`src/rtl/dram_rfsh_pkg.sv`:
```
package dram_rfsh_pkg;

   typedef enum logic [1:0] {
      RF_ROWADDR  = 2'b00,
      RF_INTCOUNT = 2'b01,
      RF_HIDDEN   = 2'b10
   } rf_style_e;

   function automatic rf_style_e rf_decode(input logic [1:0] code);
      case (code)
         2'b00:   rf_decode = RF_ROWADDR;
         2'b10:   rf_decode = RF_HIDDEN;
         default: rf_decode = RF_INTCOUNT;
      endcase
   endfunction

endpackage

```
`src/rtl/rfsh_interval_timer.sv`:
```
module rfsh_interval_timer #(
   parameter int STD_CYC = 1562,
   parameter int LP_CYC  = 12500
) (
   input  logic clk,
   input  logic rst_n,
   input  logic long_period,
   output logic tick
);
   localparam int MAXC = (LP_CYC > STD_CYC) ? LP_CYC : STD_CYC;
   localparam int CW   = $clog2(MAXC + 1);

   logic [CW-1:0] cnt_q;
   logic [CW-1:0] lim;

   generate
      if (STD_CYC == LP_CYC) begin : g_single
         assign lim = CW'(STD_CYC);
      end else begin : g_dual
         assign lim = long_period ? CW'(LP_CYC) : CW'(STD_CYC);
      end
   endgenerate

   // >= covers a switch to the shorter period mid-count
   assign tick = (cnt_q >= lim - CW'(1));

   always_ff @(posedge clk) begin
      if (!rst_n)    cnt_q <= '0;
      else if (tick) cnt_q <= '0;
      else           cnt_q <= cnt_q + CW'(1);
   end
endmodule

```
`src/rtl/rfsh_debt_ctr.sv`:
```
module rfsh_debt_ctr #(
   parameter int DEBT_LIMIT = 8,
   localparam int DEBT_W    = $clog2(DEBT_LIMIT + 1)
) (
   input  logic              clk,
   input  logic              rst_n,
   input  logic              inc,
   input  logic              dec,
   output logic [DEBT_W-1:0] count,
   output logic              at_limit
);
   localparam logic [DEBT_W-1:0] LIM = DEBT_W'(DEBT_LIMIT);

   logic [DEBT_W-1:0] cnt_q;

   assign count    = cnt_q;
   assign at_limit = (cnt_q == LIM);

   always_ff @(posedge clk) begin
      if (!rst_n) cnt_q <= '0;
      else if (inc && !dec && !at_limit) cnt_q <= cnt_q + DEBT_W'(1);
      else if (dec && !inc && cnt_q != '0) cnt_q <= cnt_q - DEBT_W'(1);
   end
endmodule

```
`src/rtl/rfsh_row_ctr.sv`:
```
module rfsh_row_ctr #(
   parameter int ROWS  = 512,
   localparam int ROW_W = $clog2(ROWS)
) (
   input  logic             clk,
   input  logic             rst_n,
   input  logic             adv,
   output logic [ROW_W-1:0] row
);
   logic [ROW_W-1:0] row_q;
   logic [ROW_W-1:0] row_nx;

   generate
      if ((1 << ROW_W) == ROWS) begin : g_pow2
         assign row_nx = row_q + ROW_W'(1);
      end else begin : g_cmp
         assign row_nx = (row_q == ROW_W'(ROWS - 1)) ? '0 : row_q + ROW_W'(1);
      end
   endgenerate

   assign row = row_q;

   always_ff @(posedge clk) begin
      if (!rst_n)   row_q <= '0;
      else if (adv) row_q <= row_nx;
   end
endmodule

```
`src/rtl/dram_refresh_sched.sv`:
```
module dram_refresh_sched
   import dram_rfsh_pkg::*;
#(
   parameter int ROWS       = 512,
   parameter int STD_CYC    = 1562,
   parameter int LP_CYC     = 12500,
   parameter int DEBT_LIMIT = 8,
   localparam int ROW_W     = $clog2(ROWS),
   localparam int DEBT_W    = $clog2(DEBT_LIMIT + 1)
) (
   input  logic              clk,
   input  logic              rst_n,
   input  logic [1:0]        mode_sel,
   input  logic              long_period,
   input  logic              ref_grant,
   input  logic              ref_done,
   output logic              ref_req,
   output logic [1:0]        ref_style,
   output logic [ROW_W-1:0]  row_addr,
   output logic              row_addr_en,
   output logic [DEBT_W-1:0] debt,
   output logic              urgent
);
   generate
      if (ROWS < 2)              begin : g_bad_rows  $error("ROWS must be at least 2"); end
      if (STD_CYC < 2)           begin : g_bad_std   $error("STD_CYC must be at least 2"); end
      if (LP_CYC < STD_CYC)      begin : g_bad_lp    $error("LP_CYC must not be below STD_CYC"); end
      if (DEBT_LIMIT < 1)        begin : g_bad_debt  $error("DEBT_LIMIT must be at least 1"); end
   endgenerate

   logic      tick;
   logic      busy_q;
   rf_style_e style_q;
   rf_style_e style_eff;
   logic      grant_ok;
   logic      done_ok;

   assign grant_ok  = ref_grant && ref_req;
   assign done_ok   = ref_done && busy_q;
   assign style_eff = busy_q ? style_q : rf_decode(mode_sel);

   rfsh_interval_timer #(.STD_CYC(STD_CYC), .LP_CYC(LP_CYC)) u_timer (
      .clk(clk), .rst_n(rst_n), .long_period(long_period), .tick(tick)
   );

   rfsh_debt_ctr #(.DEBT_LIMIT(DEBT_LIMIT)) u_debt (
      .clk(clk), .rst_n(rst_n), .inc(tick), .dec(done_ok),
      .count(debt), .at_limit(urgent)
   );

   rfsh_row_ctr #(.ROWS(ROWS)) u_row (
      .clk(clk), .rst_n(rst_n),
      .adv(done_ok && style_q == RF_ROWADDR),
      .row(row_addr)
   );

   always_ff @(posedge clk) begin
      if (!rst_n) begin
         busy_q  <= 1'b0;
         style_q <= RF_ROWADDR;
      end else if (grant_ok) begin
         busy_q  <= 1'b1;
         style_q <= rf_decode(mode_sel);
      end else if (done_ok) begin
         busy_q  <= 1'b0;
      end
   end

   assign ref_req     = (debt != '0) && !busy_q;
   assign ref_style   = style_eff;
   assign row_addr_en = (ref_req || busy_q) && (style_eff == RF_ROWADDR);
endmodule

```
`config.mk`:
```
export PLATFORM = sky130hd
export DESIGN_NAME = dram_refresh_sched
export DESIGN_NICKNAME = d
export VERILOG_FILES = /design/src/rtl/dram_rfsh_pkg.sv /design/src/rtl/rfsh_interval_timer.sv /design/src/rtl/rfsh_debt_ctr.sv /design/src/rtl/rfsh_row_ctr.sv /design/src/rtl/dram_refresh_sched.sv
export SDC_FILE = /design/constraint.sdc
export NUM_CORES = 1
export LEC_CHECK = 0
export BUFFER_PORTS_ARGS = -buffer_cell sky130_fd_sc_hd__buf_2
export CAP_MARGIN = 20
export CORE_MARGIN = 4
export CORE_UTILIZATION = 45
export CTS_CLUSTER_DIAMETER = 100
export DETAILED_ROUTE_END_ITERATION = 8
export PLACE_DENSITY = 0.68
export SLEW_MARGIN = 20
export SYNTH_ARGS = -nofsm -noshare
export SYNTH_HDL_FRONTEND = slang
export SYNTH_SLANG_ARGS = --single-unit
export TNS_END_PERCENT = 50
```
`constraint.sdc`:
```
create_clock -name clk -period 2.9 [get_ports clk]
set_input_delay 0.29 -clock clk [delete_from_list [all_inputs] [get_ports clk]]
set_output_delay 0.29 -clock clk [all_outputs]
set_load 0.01 [all_outputs]
```
* Yosys cells after proc, flatten, opt, wreduce, memory -nomap -nowiden
Index checks and enable logic that the tools add are counted.
Word-level totals: memory bits (read-only) 0, memories kept 0, bits in latches 0, memory bits (writable) 0, word-level logic and storage cells 42, register bits 30
Operators by class: bitwise operators 1, div/mod/pow operators 0, add/sub/neg operators 5, equality and inequality tests 2, shift-type cells 0, reduce and logical (&&, ||, !) cells 21, $lt $le $gt $ge 1, multiplexer cells 7, $mul 0
Operator list (number):
- 14-bit by 1-bit adder with 14-bit output, second input constant | 1
- 14-bit greater-or-equal comparator | 1
- 14-bit two-way mux | 1
- 14-bit by 1-bit subtractor with 14-bit output, second input constant | 1
- 9-bit by 1-bit adder with 9-bit output, second input constant | 1
- 1-bit logical AND | 9
- 4-bit two-way mux | 2
- 2-bit zero test | 3
- 4-bit by 1-bit adder with 4-bit output, second input constant | 1
- 4-bit == test, second input constant | 1
- 1-bit zero test | 4
- 2-bit case mux with 2 select lines | 1
- 2-bit nonzero test | 2
- 4-bit nonzero test | 1
- 4-bit by 1-bit subtractor with 4-bit output, second input constant | 1
- 2-bit == test, second input constant | 1
- 1-bit two-way mux | 2
- 2-bit two-way mux | 1
- 2-bit OR reduction | 1
- 1-bit logical OR | 1
- 1-bit inverter | 1

* Logic depth before layout (Yosys ltp)
depth after elaboration 8, mapped depth 12, gate-level depth less buffers 12

* By module
Synthesis repeated with hierarchy kept, for this count alone.
Unflattened totals: cells, all modules 179, area, all modules 1793.0 um^2
Modules (own cells, without submodules):
- rfsh_interval_timer | cells an instance 86, instances 1, sequential area each 280.3 um^2, area an instance 893.4 um^2
- rfsh_row_ctr | cells an instance 41, instances 1, sequential area each 180.2 um^2, area an instance 406.6 um^2
- rfsh_debt_ctr | cells an instance 30, instances 1, sequential area each 80.1 um^2, area an instance 286.5 um^2
- dram_refresh_sched | cells an instance 22, instances 1, sequential area each 60.1 um^2, area an instance 206.4 um^2

* Worst setup path after synthesis
OpenSTA, ideal clock, no wires.
kind in2reg, from input long_period, to register u_debt.cnt_q[3], in the netlist u_debt.count[3], path slack 168 ps, path buffers 0, required time 2828 ps, cell stages on the path 12, arrival 2660 ps, cell sequence inv_1 ha_1 a211o_1 a211o_1 a211oi_4 nand2b_1 ha_1 a21o_1 a21oi_1 nand2_1 mux2i_1 mux2i_1
On the way: word-level cells in the longest chain between the ends 7, elaborated cells between the ends (all ways) 10, those cells by class 1 x add/sub; 1 x order compare; 2 x mux; 6 x reduce/logical
Ends and longest elaborated chain:
- start: declaration | line dram_refresh_sched.sv:14 | input logic long_period,
- 14-bit two-way mux * | line rfsh_interval_timer.sv:20 | assign lim = long_period ? CW'(LP_CYC) : CW'(STD_CYC);
- 14-bit by 1-bit subtractor with 14-bit output * | line rfsh_interval_timer.sv:25 | assign tick = (cnt_q >= lim - CW'(1));
- 14-bit greater-or-equal comparator * | line rfsh_interval_timer.sv:25
- 1-bit zero test | line rfsh_debt_ctr.sv:22 | else if (dec && !inc && cnt_q != '0) cnt_q <= cnt_q - DEBT_W'(1);
- 1-bit logical AND (2 in series) | line rfsh_debt_ctr.sv:22
- 2-bit nonzero test (no line)
- end signal: assignment | line rfsh_debt_ctr.sv:21 | else if (inc && !dec && !at_limit) cnt_q <= cnt_q + DEBT_W'(1);
- end signal: assignment | line rfsh_debt_ctr.sv:22
- end: declaration | line rfsh_debt_ctr.sv:14 | logic [DEBT_W-1:0] cnt_q;
Every way passes the cells marked *; elsewhere a longest branch is shown, timed or not. A chain may end at the register's enable or synchronous reset.

* Worst setup path in the final report
from register u_timer.cnt_q[7], to register u_debt.cnt_q[3], in the netlist u_debt.count[3]
On the way: word-level cells in the longest chain between the ends 5, elaborated cells between the ends (all ways) 8, those cells by class 1 x order compare; 1 x mux; 6 x reduce/logical
Ends and longest elaborated chain:
- start: declaration | line rfsh_interval_timer.sv:13 | logic [CW-1:0] cnt_q;
- start signal: assignment | line rfsh_interval_timer.sv:30 | else cnt_q <= cnt_q + CW'(1);
- 14-bit greater-or-equal comparator * | line rfsh_interval_timer.sv:25
- 1-bit zero test | line rfsh_debt_ctr.sv:22
- 1-bit logical AND (2 in series) | line rfsh_debt_ctr.sv:22
- 2-bit nonzero test (no line)
Marked as above.

==> flow_results.org <==
** Synthesis
- Each instance of the synthesized netlist takes up on average 9.17 um^2.
- FFs w/ async S/R, synth :: 0
- Top post-synthesis cells by area :: dfxtp_1 (37%), ha_1 (9.4%), xnor2_1 (6.0%)
- Seq/Total Area, Yosys :: 0.374
- Post-synthesis cell area :: roughly 0.0016 mm^2
- Number of unique standard cell types used by synthesis :: 32
- The largest total area in the synthesized netlist belongs to dfxtp_1.
- The most used flip-flop cell after synthesis is dfxtp_1.
- Counting every instance in the synthesized netlist gives approximately 180.
- Portion of synthesized cell area occupied by the leading cell type :: 0.374
- In this run, synthesis produced a sequential element count of 30.
- Syn_nets :: about 200
- Among all cell types in the netlist, the one instantiated most often is dfxtp_1.
- Synth cell count leaders :: dfxtp_1 (30), nor2_1 (21), nand2_1 (16)
- Warnings, synthesis :: 0
- Post-synth EDFFs :: 0

** Critical path
- Broken down by cell family, the worst path's largest delay share belongs to compound AO/OA/AOI/OAI gates.
- Counting both buffers and inverters, the worst setup path holds a total of 0.
- For the worst setup path, the data required time is 3.15 ns.
- CP max FO :: 5
- The critical path in this run is classified as flip-flop to flip-flop.
- Endpoint class of the critical path :: flip-flop
- Data on the critical path arrives at its endpoint at a little under 3 ns.
- For this design, the slowest cell found on the critical path is dfxtp_1.
- STA classifies the critical path startpoint as a flip-flop.
- On the worst path, the slowest cell contributes a delay of about 0.42 ns.
- Cell-by-cell trace of the critical path :: ha_1 > a2111oi_0 > nor3_1 > a211oi_4 > nand2b_1 > ha_1 > a21o_1 > a21oi_1 > nand2_1 > mux2i_1 > mux2i_1

** CTS
- Clock-pin slew on the worst setup and hold paths :: 0.10 ns
- Post-CTS timing repair inserted 0 buffers for setup.
- CTS HTree Levels :: 2
- The clock passes through at most 2 buffers.
- CTS saw 30 sinks.
- Num CTS Buffers :: 5
- TritonCTS built the clock tree.
- Source-to-sink clock delay at the later pin of the worst-skew pair :: 0.33 ns
- Clk Tree Root Cell :: clkbuf_4

** STA
- In the post-route analysis, the smallest setup slack over all paths is 0.202 ns.
- The final-report hold violation count is 0.
- Unrepaired setup endpoints after global routing :: no
- Summed over all failing endpoints, the final setup total negative slack is 0 ns.
- Counting I/O delays and the setup requirement, the final critical path takes 2.70 ns.
- Fin. max-slew vios :: 0
- Finish-stage setup viols :: 0
- For the pin with the worst max-slew slack, the measured transition is 0.433 ns.
- Part of the cycle the worst path needs :: 0.930
- Max frequency :: 371 MHz
- Headroom to the max-slew limit came out at 0.703.
- Post-Route Skew :: 0.0101 ns

** Place
- Summed over all nets, the half-perimeter wirelength after detailed placement is 2310 um.
- Placed Cells :: 243
- Final weighted congestion in routability-driven placement :: 0.817
- Count of port buffers added during placement :: 24
- Post-place setup slack :: -0.0107 ns

** Routing
- Remaining number of nets flagged by the antenna check after routing :: 0
- For this block, the routed nets add up to 3040 um of wire.
- In the routed design, unresolved DRC markers number 0.
- Routed vias :: about 1,300
- Before antenna repair, the detailed router went through 4 iterations.
- The first routing iteration left 72 violations.
- In the routed layout, each cell is associated on average with a via count of 5.10.
- Average detailed-routed wire length per instance :: 12.1 um

** GRT
- Global route overflow :: 0
- The first global-routing pass estimated a little over 5000 um of wire.
- The via count of the first global-routing pass is between 1,000 and 1,500.
- Across every metal layer, demand over resource in global routing totals 0.151.
- The initial antenna violation count came to 0.
- Maximum number of pins on one net before global-route repair :: 23

** Floorplanning
- Cell Rows :: 21
- Die Footprint :: between 0.004 and 0.005 mm^2
- Die boundary width :: 67.7 um
- Height of the die :: 67.7 um
- The initial utilization of the core area, before any placement, comes to 0.473.
- I/O Pins :: 25
- Core outline area :: 0.00339 mm^2

** Finish
- The repair_antennas step left the layout with diodes totalling 0.
- Post-Layout Cell Count :: 250
- Layout cell share with drive strength beyond 1 :: 0.186
- After the last flow step, the layout net total stands at 224.
- Relative to the synthesized area, the layout overhead comes to 16.1%.
- Measured on the finished design, the core utilization comes to 0.550.
- Fill cells in the final layout number 323.
- Area taken by flip-flops and latches :: 602 um^2
- Multi-input gate area :: 972 um^2

** Worst hold path
- The worst hold path belongs to the class primary input to flip-flop.

** Power
- PD cells :: between 400 and 500 mW/mm^2
- For this design the static power due to leakage is 0.840 nW.
- The worst-case IR drop observed on VDD is 228 uV.
- The design draws 0.801 mW.

** Run status
- The flow ran to the end, and the final reports show no timing, DRC or antenna violations.

** Job
- Number of max-capacitance violations reported :: 0
[worst min-delay path, delay by kind of cell]
kind / cells / cell delay [ns]
buffers and inverters: 1 / 0.10
AND/OR/NAND/NOR: 1 / 0.10
multiplexers: 1 / 0.07
[metrics by stage]
step                      hold WS, ns  area [um^2]
final                           0.256         1860
after global routing            0.246         1860
after CTS                       0.241         1860
after detailed placement        0.473         1780
after global placement          0.472         1780
after floorplan                 0.441         1600
[cell type report]
type,instances,share of cell area
Clock inverter,1,0.0161
Clock buffer,6,0.0275
Sequential cell,30,0.323
Inverter,4,0.00806
Multi-Input combinational cell,137,0.522
Timing Repair Buffer,26,0.0725
Tap cell,46,0.0309
[sequential cells by signal (all words and copies together), names as in the netlist]
name,cells
style_q,2
u_row.row,9
u_debt.count,4
busy_q,1
u_timer.cnt_q,14
[per-layer routing]
| layer | wire [um] | global-route usage | part of all wire | up-vias |
|---|---|---|---|---|
| met5 | 0 | 0 | 0 | - |
| met4 | 70 | 0.0785 | 0.023 | 0 |
| met3 | 154 | 0.0499 | 0.051 | 6 |
| met2 | 1390 | 0.242 | 0.46 | 27 |
| met1 | 1420 | 0.177 | 0.47 | 590 |
| li1 | - | - | - | 653 |
[cell families after synthesis]
kind of cell	Yosys count	share of synthesized area
DFF	30	0.374
and+or+nand+nor	82	0.266
buffers and inverters	8	0.0195
muxes	10	0.0640
AOI/OAI and AO/OA	11	0.0554
xor gates and xnor gates	21	0.115
adders and majority gates	13	0.106
[report_power, final]
group          switching (mW)  internal (mW)
clock                   0.141          0.201
combinational          0.0218         0.0165
sequential            0.00495          0.416
[what timing repair did]
item                                    4_1_cts  5_1_grt
hold buffers                                  0        0
endpoints found under the setup margin        0        1
resized for setup                             0        1
[final timing paths]
path                               startpoint                      endpoint  slack, ns  cells after the start
hold / removal                    mode_sel[0]       style_q[0]$_SDFFE_PN0P_       0.26                      3
setup / recovery  u_timer.cnt_q[7]$_SDFF_PP0_  u_debt.count[3]$_SDFFE_PN0P_       0.20                     11
setup reg to reg  u_timer.cnt_q[7]$_SDFF_PP0_  u_debt.count[3]$_SDFFE_PN0P_       0.20                     11
hold reg to reg   u_timer.cnt_q[0]$_SDFF_PP0_   u_timer.cnt_q[0]$_SDFF_PP0_       0.49                      1
[cells in the final DEF (no fill, tap or decap), types with 4 or more instances in the layout]
master	synthesis	layout
dfxtp_1	30	29
buf_2	1	24
nor2_1	21	21
nand2_1	16	16
ha_1	12	12
xnor2_1	11	11
xor2_1	10	10
and2_1	9	9
mux2i_1	8	8
nand3_1	7	7
nor3_1	5	5
nand2b_1	5	5
nor2b_1	5	5
clkbuf_4	0	5
inv_1	4	4
nand4_1	4	4
No activity file was read; power rests on OpenSTA's default activity.
